**config.mk**
```make
export PLATFORM = sky130hd
export DESIGN_NAME = inep_dual_bank
export DESIGN_NICKNAME = d
export VERILOG_FILES = /design/src/rtl/inep_pkg.sv /design/src/rtl/inep_bank.sv /design/src/rtl/inep_wr_ctrl.sv /design/src/rtl/inep_rd_ctrl.sv /design/src/rtl/inep_dual_bank.sv
export SDC_FILE = /design/constraint.sdc
export NUM_CORES = 1
export LEC_CHECK = 0
export BUFFER_PORTS_ARGS = -buffer_cell sky130_fd_sc_hd__buf_4
export CAP_MARGIN = 5
export CELL_PAD_IN_SITES_DETAIL_PLACEMENT = 2
export CELL_PAD_IN_SITES_GLOBAL_PLACEMENT = 2
export CORE_AREA = 5 5 303 305
export CTS_CLUSTER_DIAMETER = 60
export CTS_CLUSTER_SIZE = 14
export DETAILED_ROUTE_END_ITERATION = 12
export DIE_AREA = 0 0 308 310
export GPL_ROUTABILITY_DRIVEN = 0
export PLACE_DENSITY_LB_ADDON = 0.1
export SYNTH_ARGS = -nofsm -noshare
export SYNTH_HDL_FRONTEND = slang
export SYNTH_HIERARCHICAL = 1
export SYNTH_SLANG_ARGS = --single-unit
```
**constraint.sdc**
```tcl
create_clock -name clk -period 4.4 [get_ports clk]
set_input_delay 1.32 -clock clk [delete_from_list [all_inputs] [get_ports clk]]
set_output_delay 1.32 -clock clk [all_outputs]
set_load 0.05 [all_outputs]
```
**src/rtl/inep_pkg.sv**
```systemverilog
`timescale 1ns/1ps
package inep_pkg;
   localparam int NBANK = 2;
   typedef enum logic [1:0] {
      BK_EMPTY = 2'd0,
      BK_DRAIN = 2'd1,
      BK_FULL  = 2'd2
   } bank_st_e;
endpackage

```
**src/rtl/inep_bank.sv**
```systemverilog
`timescale 1ns/1ps
module inep_bank
   import inep_pkg::*;
#(
   parameter int DATA_W    = 8,
   parameter int PKT_DEPTH = 64,
   localparam int AW       = $clog2(PKT_DEPTH),
   localparam int CNT_W    = $clog2(PKT_DEPTH + 1)
) (
   input  logic              clk,
   input  logic              rst_n,
   input  logic              wr_en,
   input  logic [DATA_W-1:0] wr_data,
   input  logic              commit,
   input  logic              drain_start,
   input  logic              rd_adv,
   input  logic              rel,
   input  logic              resend,
   output bank_st_e          state,
   output logic [CNT_W-1:0]  count,
   output logic [CNT_W-1:0]  rd_ptr,
   output logic [DATA_W-1:0] rd_data
);
   localparam logic [CNT_W-1:0] DEPTH_C = CNT_W'(PKT_DEPTH);

   logic [DATA_W-1:0] mem [PKT_DEPTH];

   always_ff @(posedge clk) begin
      if (wr_en) mem[count[AW-1:0]] <= wr_data;
   end

   always_ff @(posedge clk or negedge rst_n) begin
      if (!rst_n) begin
         state  <= BK_EMPTY;
         count  <= '0;
         rd_ptr <= '0;
      end else begin
         if (wr_en) count <= count + 1'b1;
         case (state)
            BK_EMPTY: if (commit) state <= BK_FULL;
            BK_FULL: begin
               if (drain_start) begin
                  state  <= BK_DRAIN;
                  rd_ptr <= '0;
               end
            end
            BK_DRAIN: begin
               if (rel) begin
                  state  <= BK_EMPTY;
                  count  <= '0;
                  rd_ptr <= '0;
               end else if (resend) begin
                  state  <= BK_FULL;
                  rd_ptr <= '0;
               end else if (rd_adv && (rd_ptr < count)) begin
                  rd_ptr <= rd_ptr + 1'b1;
               end
            end
            default: state <= BK_EMPTY;
         endcase
      end
   end

   assign rd_data = mem[rd_ptr[AW-1:0]];

   p_cnt_bound_r2: assert property (@(posedge clk) disable iff (!rst_n)
      count <= DEPTH_C);
   p_no_write_busy_r2: assert property (@(posedge clk) disable iff (!rst_n)
      (state != BK_EMPTY) |-> !wr_en);
   p_commit_full_r3: assert property (@(posedge clk) disable iff (!rst_n)
      (state == BK_EMPTY && commit) |=> (state == BK_FULL));
   p_rd_bound_r8: assert property (@(posedge clk) disable iff (!rst_n)
      rd_ptr <= count);
   p_rel_empty_r9: assert property (@(posedge clk) disable iff (!rst_n)
      (state == BK_DRAIN && rel) |=> (state == BK_EMPTY && count == '0));
   p_resend_rewind_r9: assert property (@(posedge clk) disable iff (!rst_n)
      (state == BK_DRAIN && resend && !rel) |=> (state == BK_FULL && rd_ptr == '0));
endmodule

```
**src/rtl/inep_wr_ctrl.sv**
```systemverilog
`timescale 1ns/1ps
module inep_wr_ctrl
   import inep_pkg::*;
#(
   parameter int PKT_DEPTH = 64,
   parameter bit AUTO_EN   = 1'b1,
   localparam int CNT_W    = $clog2(PKT_DEPTH + 1)
) (
   input  logic              clk,
   input  logic              rst_n,
   input  bank_st_e          bank_st [NBANK],
   input  logic [CNT_W-1:0]  bank_cnt [NBANK],
   input  logic              cpu_wr,
   input  logic              cpu_commit,
   input  logic              cfg_auto,
   input  logic [CNT_W-1:0]  cfg_max,
   input  logic              irq_set,
   input  logic              irq_clr,
   output logic [NBANK-1:0]  bank_wr,
   output logic [NBANK-1:0]  bank_commit,
   output logic              pkt_rdy,
   output logic              irq
);
   localparam logic [CNT_W-1:0] DEPTH_C = CNT_W'(PKT_DEPTH);

   logic             wb;
   logic             irq_en;
   bank_st_e         wst;
   logic [CNT_W-1:0] wcnt;
   logic [CNT_W-1:0] lim;
   logic             can_w;
   logic             wr_ok;
   logic             auto_hit;
   logic             commit_ok;

   assign wst   = bank_st[wb];
   assign wcnt  = bank_cnt[wb];
   assign lim   = (cfg_max == '0 || cfg_max > DEPTH_C) ? DEPTH_C : cfg_max;
   assign can_w = (wst == BK_EMPTY);
   assign wr_ok = cpu_wr && can_w && (wcnt < lim);

   generate
      if (AUTO_EN) begin : g_auto
         assign auto_hit = cfg_auto && wr_ok && ((wcnt + 1'b1) == lim);
      end else begin : g_manual
         assign auto_hit = 1'b0;
      end
   endgenerate

   assign commit_ok = can_w && (cpu_commit || auto_hit);

   always_comb begin
      for (int i = 0; i < NBANK; i++) begin
         bank_wr[i]     = wr_ok && (wb == 1'(i));
         bank_commit[i] = commit_ok && (wb == 1'(i));
      end
   end

   assign pkt_rdy = !can_w;
   assign irq     = irq_en && can_w;

   always_ff @(posedge clk or negedge rst_n) begin
      if (!rst_n) begin
         wb     <= 1'b0;
         irq_en <= 1'b0;
      end else begin
         wb <= wb ^ commit_ok;
         if (irq_clr)      irq_en <= 1'b0;
         else if (irq_set) irq_en <= 1'b1;
      end
   end

   p_pkt_rdy_both_r5: assert property (@(posedge clk) disable iff (!rst_n)
      pkt_rdy |-> (bank_st[0] != BK_EMPTY && bank_st[1] != BK_EMPTY));
   p_free_clear_r5: assert property (@(posedge clk) disable iff (!rst_n)
      (bank_st[0] == BK_EMPTY || bank_st[1] == BK_EMPTY) |-> !pkt_rdy);
   p_irq_off_r6: assert property (@(posedge clk) disable iff (!rst_n)
      irq_clr |=> !irq);
endmodule

```
**src/rtl/inep_rd_ctrl.sv**
```systemverilog
`timescale 1ns/1ps
module inep_rd_ctrl
   import inep_pkg::*;
#(
   parameter int DATA_W    = 8,
   parameter int PKT_DEPTH = 64,
   localparam int CNT_W    = $clog2(PKT_DEPTH + 1)
) (
   input  logic              clk,
   input  logic              rst_n,
   input  bank_st_e          bank_st [NBANK],
   input  logic [CNT_W-1:0]  bank_cnt [NBANK],
   input  logic [DATA_W-1:0] bank_rdata [NBANK],
   input  logic              usb_req,
   input  logic              usb_rd,
   input  logic              usb_ack,
   input  logic              usb_retry,
   output logic [NBANK-1:0]  bank_start,
   output logic [NBANK-1:0]  bank_adv,
   output logic [NBANK-1:0]  bank_rel,
   output logic [NBANK-1:0]  bank_resend,
   output logic              usb_active,
   output logic              usb_nak,
   output logic [CNT_W-1:0]  usb_len,
   output logic [DATA_W-1:0] usb_data
);
   logic     rb;
   bank_st_e rst;
   logic     start_ok;
   logic     nak_nxt;
   logic     rel_ok;

   assign rst        = bank_st[rb];
   assign usb_active = (rst == BK_DRAIN);
   assign start_ok   = usb_req && (rst == BK_FULL);
   assign nak_nxt    = usb_req && (rst == BK_EMPTY);
   assign rel_ok     = usb_ack && usb_active;
   assign usb_len    = bank_cnt[rb];
   assign usb_data   = bank_rdata[rb];

   always_comb begin
      for (int i = 0; i < NBANK; i++) begin
         bank_start[i]  = start_ok && (rb == 1'(i));
         bank_adv[i]    = usb_rd && usb_active && (rb == 1'(i));
         bank_rel[i]    = rel_ok && (rb == 1'(i));
         bank_resend[i] = usb_retry && !usb_ack && usb_active && (rb == 1'(i));
      end
   end

   always_ff @(posedge clk or negedge rst_n) begin
      if (!rst_n) begin
         rb      <= 1'b0;
         usb_nak <= 1'b0;
      end else begin
         rb      <= rb ^ rel_ok;
         usb_nak <= nak_nxt;
      end
   end

   p_nak_idle_r10: assert property (@(posedge clk) disable iff (!rst_n)
      usb_nak |-> !usb_active);
   p_start_r7: assert property (@(posedge clk) disable iff (!rst_n)
      (usb_req && bank_st[rb] == BK_FULL) |=> usb_active);
   p_ack_drop_r9: assert property (@(posedge clk) disable iff (!rst_n)
      (usb_ack && usb_active) |=> !usb_active);
endmodule

```
**src/rtl/inep_dual_bank.sv**
```systemverilog
`timescale 1ns/1ps
module inep_dual_bank
   import inep_pkg::*;
#(
   parameter int DATA_W    = 8,
   parameter int PKT_DEPTH = 64,
   parameter bit AUTO_EN   = 1'b1,
   localparam int CNT_W    = $clog2(PKT_DEPTH + 1)
) (
   input  logic              clk,
   input  logic              rst_n,
   input  logic              cfg_auto,
   input  logic [CNT_W-1:0]  cfg_max_pkt,
   input  logic              cpu_wr,
   input  logic [DATA_W-1:0] cpu_wdata,
   input  logic              cpu_commit,
   input  logic              irq_en_set,
   input  logic              irq_en_clr,
   output logic              pkt_rdy,
   output logic              irq,
   input  logic              usb_req,
   input  logic              usb_rd,
   input  logic              usb_ack,
   input  logic              usb_retry,
   output logic              usb_active,
   output logic              usb_nak,
   output logic [CNT_W-1:0]  usb_len,
   output logic [DATA_W-1:0] usb_data
);
   generate
      if (PKT_DEPTH < 2 || (PKT_DEPTH & (PKT_DEPTH - 1)) != 0) begin : g_bad_depth
         $error("PKT_DEPTH must be a power of two of at least 2");
      end
      if (DATA_W < 1) begin : g_bad_width
         $error("DATA_W must be at least 1");
      end
   endgenerate

   bank_st_e          bk_st   [NBANK];
   logic [CNT_W-1:0]  bk_cnt  [NBANK];
   logic [CNT_W-1:0]  bk_rptr [NBANK];
   logic [DATA_W-1:0] bk_rdat [NBANK];
   logic [NBANK-1:0]  bk_wr, bk_commit, bk_start, bk_adv, bk_rel, bk_resend;

   genvar gi;
   generate
      for (gi = 0; gi < NBANK; gi++) begin : g_bank
         inep_bank #(
            .DATA_W    (DATA_W),
            .PKT_DEPTH (PKT_DEPTH)
         ) i_bank (
            .clk         (clk),
            .rst_n       (rst_n),
            .wr_en       (bk_wr[gi]),
            .wr_data     (cpu_wdata),
            .commit      (bk_commit[gi]),
            .drain_start (bk_start[gi]),
            .rd_adv      (bk_adv[gi]),
            .rel         (bk_rel[gi]),
            .resend      (bk_resend[gi]),
            .state       (bk_st[gi]),
            .count       (bk_cnt[gi]),
            .rd_ptr      (bk_rptr[gi]),
            .rd_data     (bk_rdat[gi])
         );
      end
   endgenerate

   inep_wr_ctrl #(
      .PKT_DEPTH (PKT_DEPTH),
      .AUTO_EN   (AUTO_EN)
   ) i_wr_ctrl (
      .clk         (clk),
      .rst_n       (rst_n),
      .bank_st     (bk_st),
      .bank_cnt    (bk_cnt),
      .cpu_wr      (cpu_wr),
      .cpu_commit  (cpu_commit),
      .cfg_auto    (cfg_auto),
      .cfg_max     (cfg_max_pkt),
      .irq_set     (irq_en_set),
      .irq_clr     (irq_en_clr),
      .bank_wr     (bk_wr),
      .bank_commit (bk_commit),
      .pkt_rdy     (pkt_rdy),
      .irq         (irq)
   );

   inep_rd_ctrl #(
      .DATA_W    (DATA_W),
      .PKT_DEPTH (PKT_DEPTH)
   ) i_rd_ctrl (
      .clk         (clk),
      .rst_n       (rst_n),
      .bank_st     (bk_st),
      .bank_cnt    (bk_cnt),
      .bank_rdata  (bk_rdat),
      .usb_req     (usb_req),
      .usb_rd      (usb_rd),
      .usb_ack     (usb_ack),
      .usb_retry   (usb_retry),
      .bank_start  (bk_start),
      .bank_adv    (bk_adv),
      .bank_rel    (bk_rel),
      .bank_resend (bk_resend),
      .usb_active  (usb_active),
      .usb_nak     (usb_nak),
      .usb_len     (usb_len),
      .usb_data    (usb_data)
   );

   p_one_drain_r7: assert property (@(posedge clk) disable iff (!rst_n)
      !(bk_st[0] == BK_DRAIN && bk_st[1] == BK_DRAIN));
   p_rptr_zero_r8: assert property (@(posedge clk) disable iff (!rst_n)
      $rose(usb_active) |-> (usb_len >= bk_rptr[0] && usb_len >= bk_rptr[1]));
endmodule

```
==> results.json <==
{
  "status": "complete, but fails checks",
  "violations": "negative setup slack",
  "synth_top_family_by_area": "multiplexers",
  "synth_mux_area_share_pct": 14.4,
  "postPlaceCellArea_sq_um": 46800,
  "num_rows": 110,
  "start_kind": "register",
  "synth-simple-area-share_pct": 3.87,
  "critPathMaxStageDelay_ns": 0.44,
  "intPower_mw": 16.7,
  "finalCritPeriodShare_pct": 110,
  "rsz0062_at_grt": "yes",
  "netSwitchingFraction_pct": 27.3,
  "grt_start_max_net_pins": 82,
  "drt_iter0_drc": 3440,
  "synthTopCellsByArea": "edfxtp_1, mux4_2, mux2i_1",
  "combPwrFrac_pct": 13.5,
  "final_design_area_no_fill_sq_um": 51100,
  "hold_buffers": 0,
  "switching_power_mw": 6.27,
  "synth_top_area_share_pct": 71.5,
  "hold_path.class": "reg2reg",
  "syn2layout_area_growth_pct": 18.9,
  "core-area_sq_um": 89000,
  "grt_usage_pct": 31.8,
  "synthArstFlopShare_pct": 3.40,
  "synth-xor-area-share_pct": 0.317,
  "clockBufferDepth": 3,
  "dp_hpwl_microns": 92300,
  "path_cells": "buf_12, bufbuf_16, buf_4, mux2i_1, o22ai_1, a211oi_1, a22oi_1, o211a_1, mux2_4, buf_8",
  "worstMarginPinSlew_ns": 1.20,
  "h-tree-depth": 3,
  "skew_ns": 0.0403,
  "power.density_nw_per_um2": 449,
  "io_pins": 45,
  "drv_cap": 0,
  "setup_viol": 8,
  "cp_slowest_cell": "dfrtp_4",
  "yosysWarnings": 6,
  "dieArea_sq_um": 95500,
  "final_layout_size_suffix_gt1_share_pct": 32.1,
  "worst_setup_path_end_kind": "output port",
  "critical_path_class": "reg2out",
  "drv_slew": 0,
  "post-route-drc-count": 0,
  "p_leak_nw": 16.5,
  "ir_worst_vdd_mv": 0.355,
  "drt-wirelength-per-cell_microns": 39.4,
  "cts_tree": "built",
  "synth_cell_type_count": 67,
  "viasPerCell": 6.64,
  "arrival_ns": 3.53,
  "relSlewSlack_pct": 19.7,
  "hold_viol": 0,
  "synth_cells": 2272,
  "start_util_pct": 48.3,
  "fmax_ghz": 0.206,
  "synth_edf_count": 1024,
  "die_w_microns": 308,
  "clkPwrFrac_pct": 36.5,
  "avgSynthCellArea_sq_um": 18.9,
  "drt_wl_total_microns": 153000,
  "synth-seq-cells": 1060,
  "detail-route-antenna-nets": 0,
  "dr.pass1.iters": 5,
  "period_minus_slack_ns": 4.85,
  "finish.utilization_pct": 57.4,
  "clock-sinks": 1060,
  "clkTransAtPathRegs_ns": 0.07,
  "overflow": 0,
  "die_h_microns": 310,
  "cts_root_buf": "clkbuf_16",
  "synth_common_cells": "edfxtp_1, mux4_2, nor2_1",
  "antenna_found_initial": 1,
  "path_max_fanout": 11,
  "numCtsBuffers": 96,
  "yosysSeqAreaShare_pct": 73.6,
  "port_buffers": 44,
  "vias": 25800,
  "setup_ws_ns": -0.451,
  "synth_area_leader_cell": "edfxtp_1",
  "synth_compound_area_share_pct": 4.77,
  "synthAdderAreaFrac_pct": 1.11,
  "num-nets-final": 2713,
  "syn_area_sq_um": 43000,
  "grt_pass1_wl_microns": 216000,
  "crit_required_ns": 3.08,
  "grt_pass1_vias": 27300,
  "insertion_delay_ns": 0.68,
  "seqPwrFrac_pct": 50.1,
  "synth_fp_nets": 2336,
  "ys.flop_type": "edfxtp_1",
  "synth.most_common_cell": "edfxtp_1"
}
==> what timing repair did <==
item / in CTS / in global routing
pin swaps: 17 / 19
setup endpoints to repair: 8 / 16
resized for setup: 114 / 85
setup buffers: 11 / 24
gates cloned: 5 / 2
==> layout by cell type (no fill, tap or decap), types with 10 or more instances in the layout <==
| cell type | synthesis | routed |
|---|---|---|
| a21oi_2 | 1 | 15 |
| a22oi_1 | 30 | 20 |
| nand2b_1 | 18 | 18 |
| inv_1 | 32 | 30 |
| mux2_2 | 22 | 15 |
| buf_6 | 13 | 12 |
| ha_1 | 38 | 38 |
| edfxtp_1 | 1024 | 1024 |
| o22ai_1 | 47 | 42 |
| clkbuf_16 | 0 | 100 |
| o21ai_0 | 26 | 20 |
| or4_1 | 10 | 10 |
| o211a_1 | 12 | 11 |
| nand2_1 | 68 | 65 |
| a22oi_2 | 0 | 10 |
| mux4_2 | 182 | 187 |
| dfrtp_1 | 36 | 27 |
| xnor2_1 | 11 | 11 |
| mux2i_2 | 0 | 14 |
| buf_4 | 16 | 331 |
| o211ai_1 | 16 | 16 |
| a21oi_1 | 48 | 31 |
| a2111oi_4 | 0 | 14 |
| a211oi_2 | 0 | 23 |
| clkbuf_1 | 42 | 20 |
| buf_12 | 4 | 33 |
| nand3_1 | 38 | 38 |
| mux2i_1 | 156 | 141 |
| nand4_1 | 14 | 14 |
| o221ai_1 | 16 | 16 |
| nor3_1 | 13 | 13 |
| nor2_1 | 160 | 159 |
==> layer usage <==
layer / vias up / GRT usage, % / share of wire, %
li1: 10000 / - / -
met3: 324 / 5.39 / 8.5
met4: 0 / 10.5 / 3.8
met1: 13800 / 44.5 / 39
met5: - / 0 / 0
met2: 1588 / 51.7 / 48
==> sequential cells by signal (all words and copies together) (netlist names) <==
signal                flops
i_rd_ctrl/usb_nak         1
g_bank.i_bank/mem      1024
i_wr_ctrl/irq_en          1
i_rd_ctrl/rb              1
g_bank.i_bank/count      14
g_bank.i_bank/rd_ptr     14
i_wr_ctrl/wb              1
g_bank.i_bank/state       4
==> power by group through the flow <==
stage          combinational, mW  clock (mW)  sequential [mW]
2_1_floorplan               1.71           0             11.6
3_3_place_gp                2.60           0             11.7
3_5_place_dp                2.78           0             11.7
4_1_cts                     2.97        8.45             11.5
5_1_grt                     3.22        8.97             11.5
6_report                    3.09        8.38             11.5
==> layout make-up <==
class	count	area [sq um]
Fill cell	7384	37900
Multi-Input combinational cell	1061	11200
Clock buffer	120	2550
Tap cell	1176	1470
Clock inverter	34	367
Sequential cell	1060	31700
Inverter	34	135
Antenna cell	1	2.50
Timing Repair Buffer	396	3730
==> worst paths after layout <==
path / startpoint / to / slack (ns) / depth (start not counted)
worst max-delay path: g_bank[1].i_bank/rd_ptr[0] / usb_data[0] / -0.45 / 10
worst min register to register: i_wr_ctrl/irq_en / i_wr_ctrl/irq_en / 0.55 / 2
worst min-delay path: i_wr_ctrl/irq_en / i_wr_ctrl/irq_en / 0.55 / 2
worst max register to register: i_wr_ctrl/wb / g_bank[0].i_bank/mem[47][0] / 0.44 / 13
max in group asynchronous: rst_n / g_bank[0].i_bank/rd_ptr[0] / 3.22 / 1
min in group asynchronous: rst_n / g_bank[1].i_bank/count[3] / 0.68 / 1
==> kinds of logic after synthesis <==
kind of cell / count (synthesis)
flops: 1060
mux: 371
simple gates: 358
compound gates: 281
buf+inv: 151
fa+ha+maj: 38
xor+xnor: 13
==> critical path: cells and delay by family, from the launching register on <==
family,cells,cell delay [ns]
multiplexers,2,0.56
flip-flops,1,0.44
AO/OA/AOI/OAI,4,1.01
buffers and inverters,4,0.84
==> per-stage QoR <==
| stage | std cells | power [mW] | TNS, ns | hold slack (ns) | setup WS (ns) |
|---|---|---|---|---|---|
| after floorplan | 2272 | 13.3 | 0 | 0.456 | 0.00735 |
| after CTS | 3859 | 22.9 | -3.26 | 0.565 | -0.427 |
| after global placement | 3694 | 14.3 | -1.69 | 0.477 | -0.128 |
| after detailed placement | 3694 | 14.5 | -20.39 | 0.548 | -0.300 |
| final | 3882 | 23.0 | -3.03 | 0.545 | -0.451 |
| after global routing | 3881 | 23.7 | -3.27 | 0.592 | -0.465 |
No activity file was read; power rests on OpenSTA's default activity.
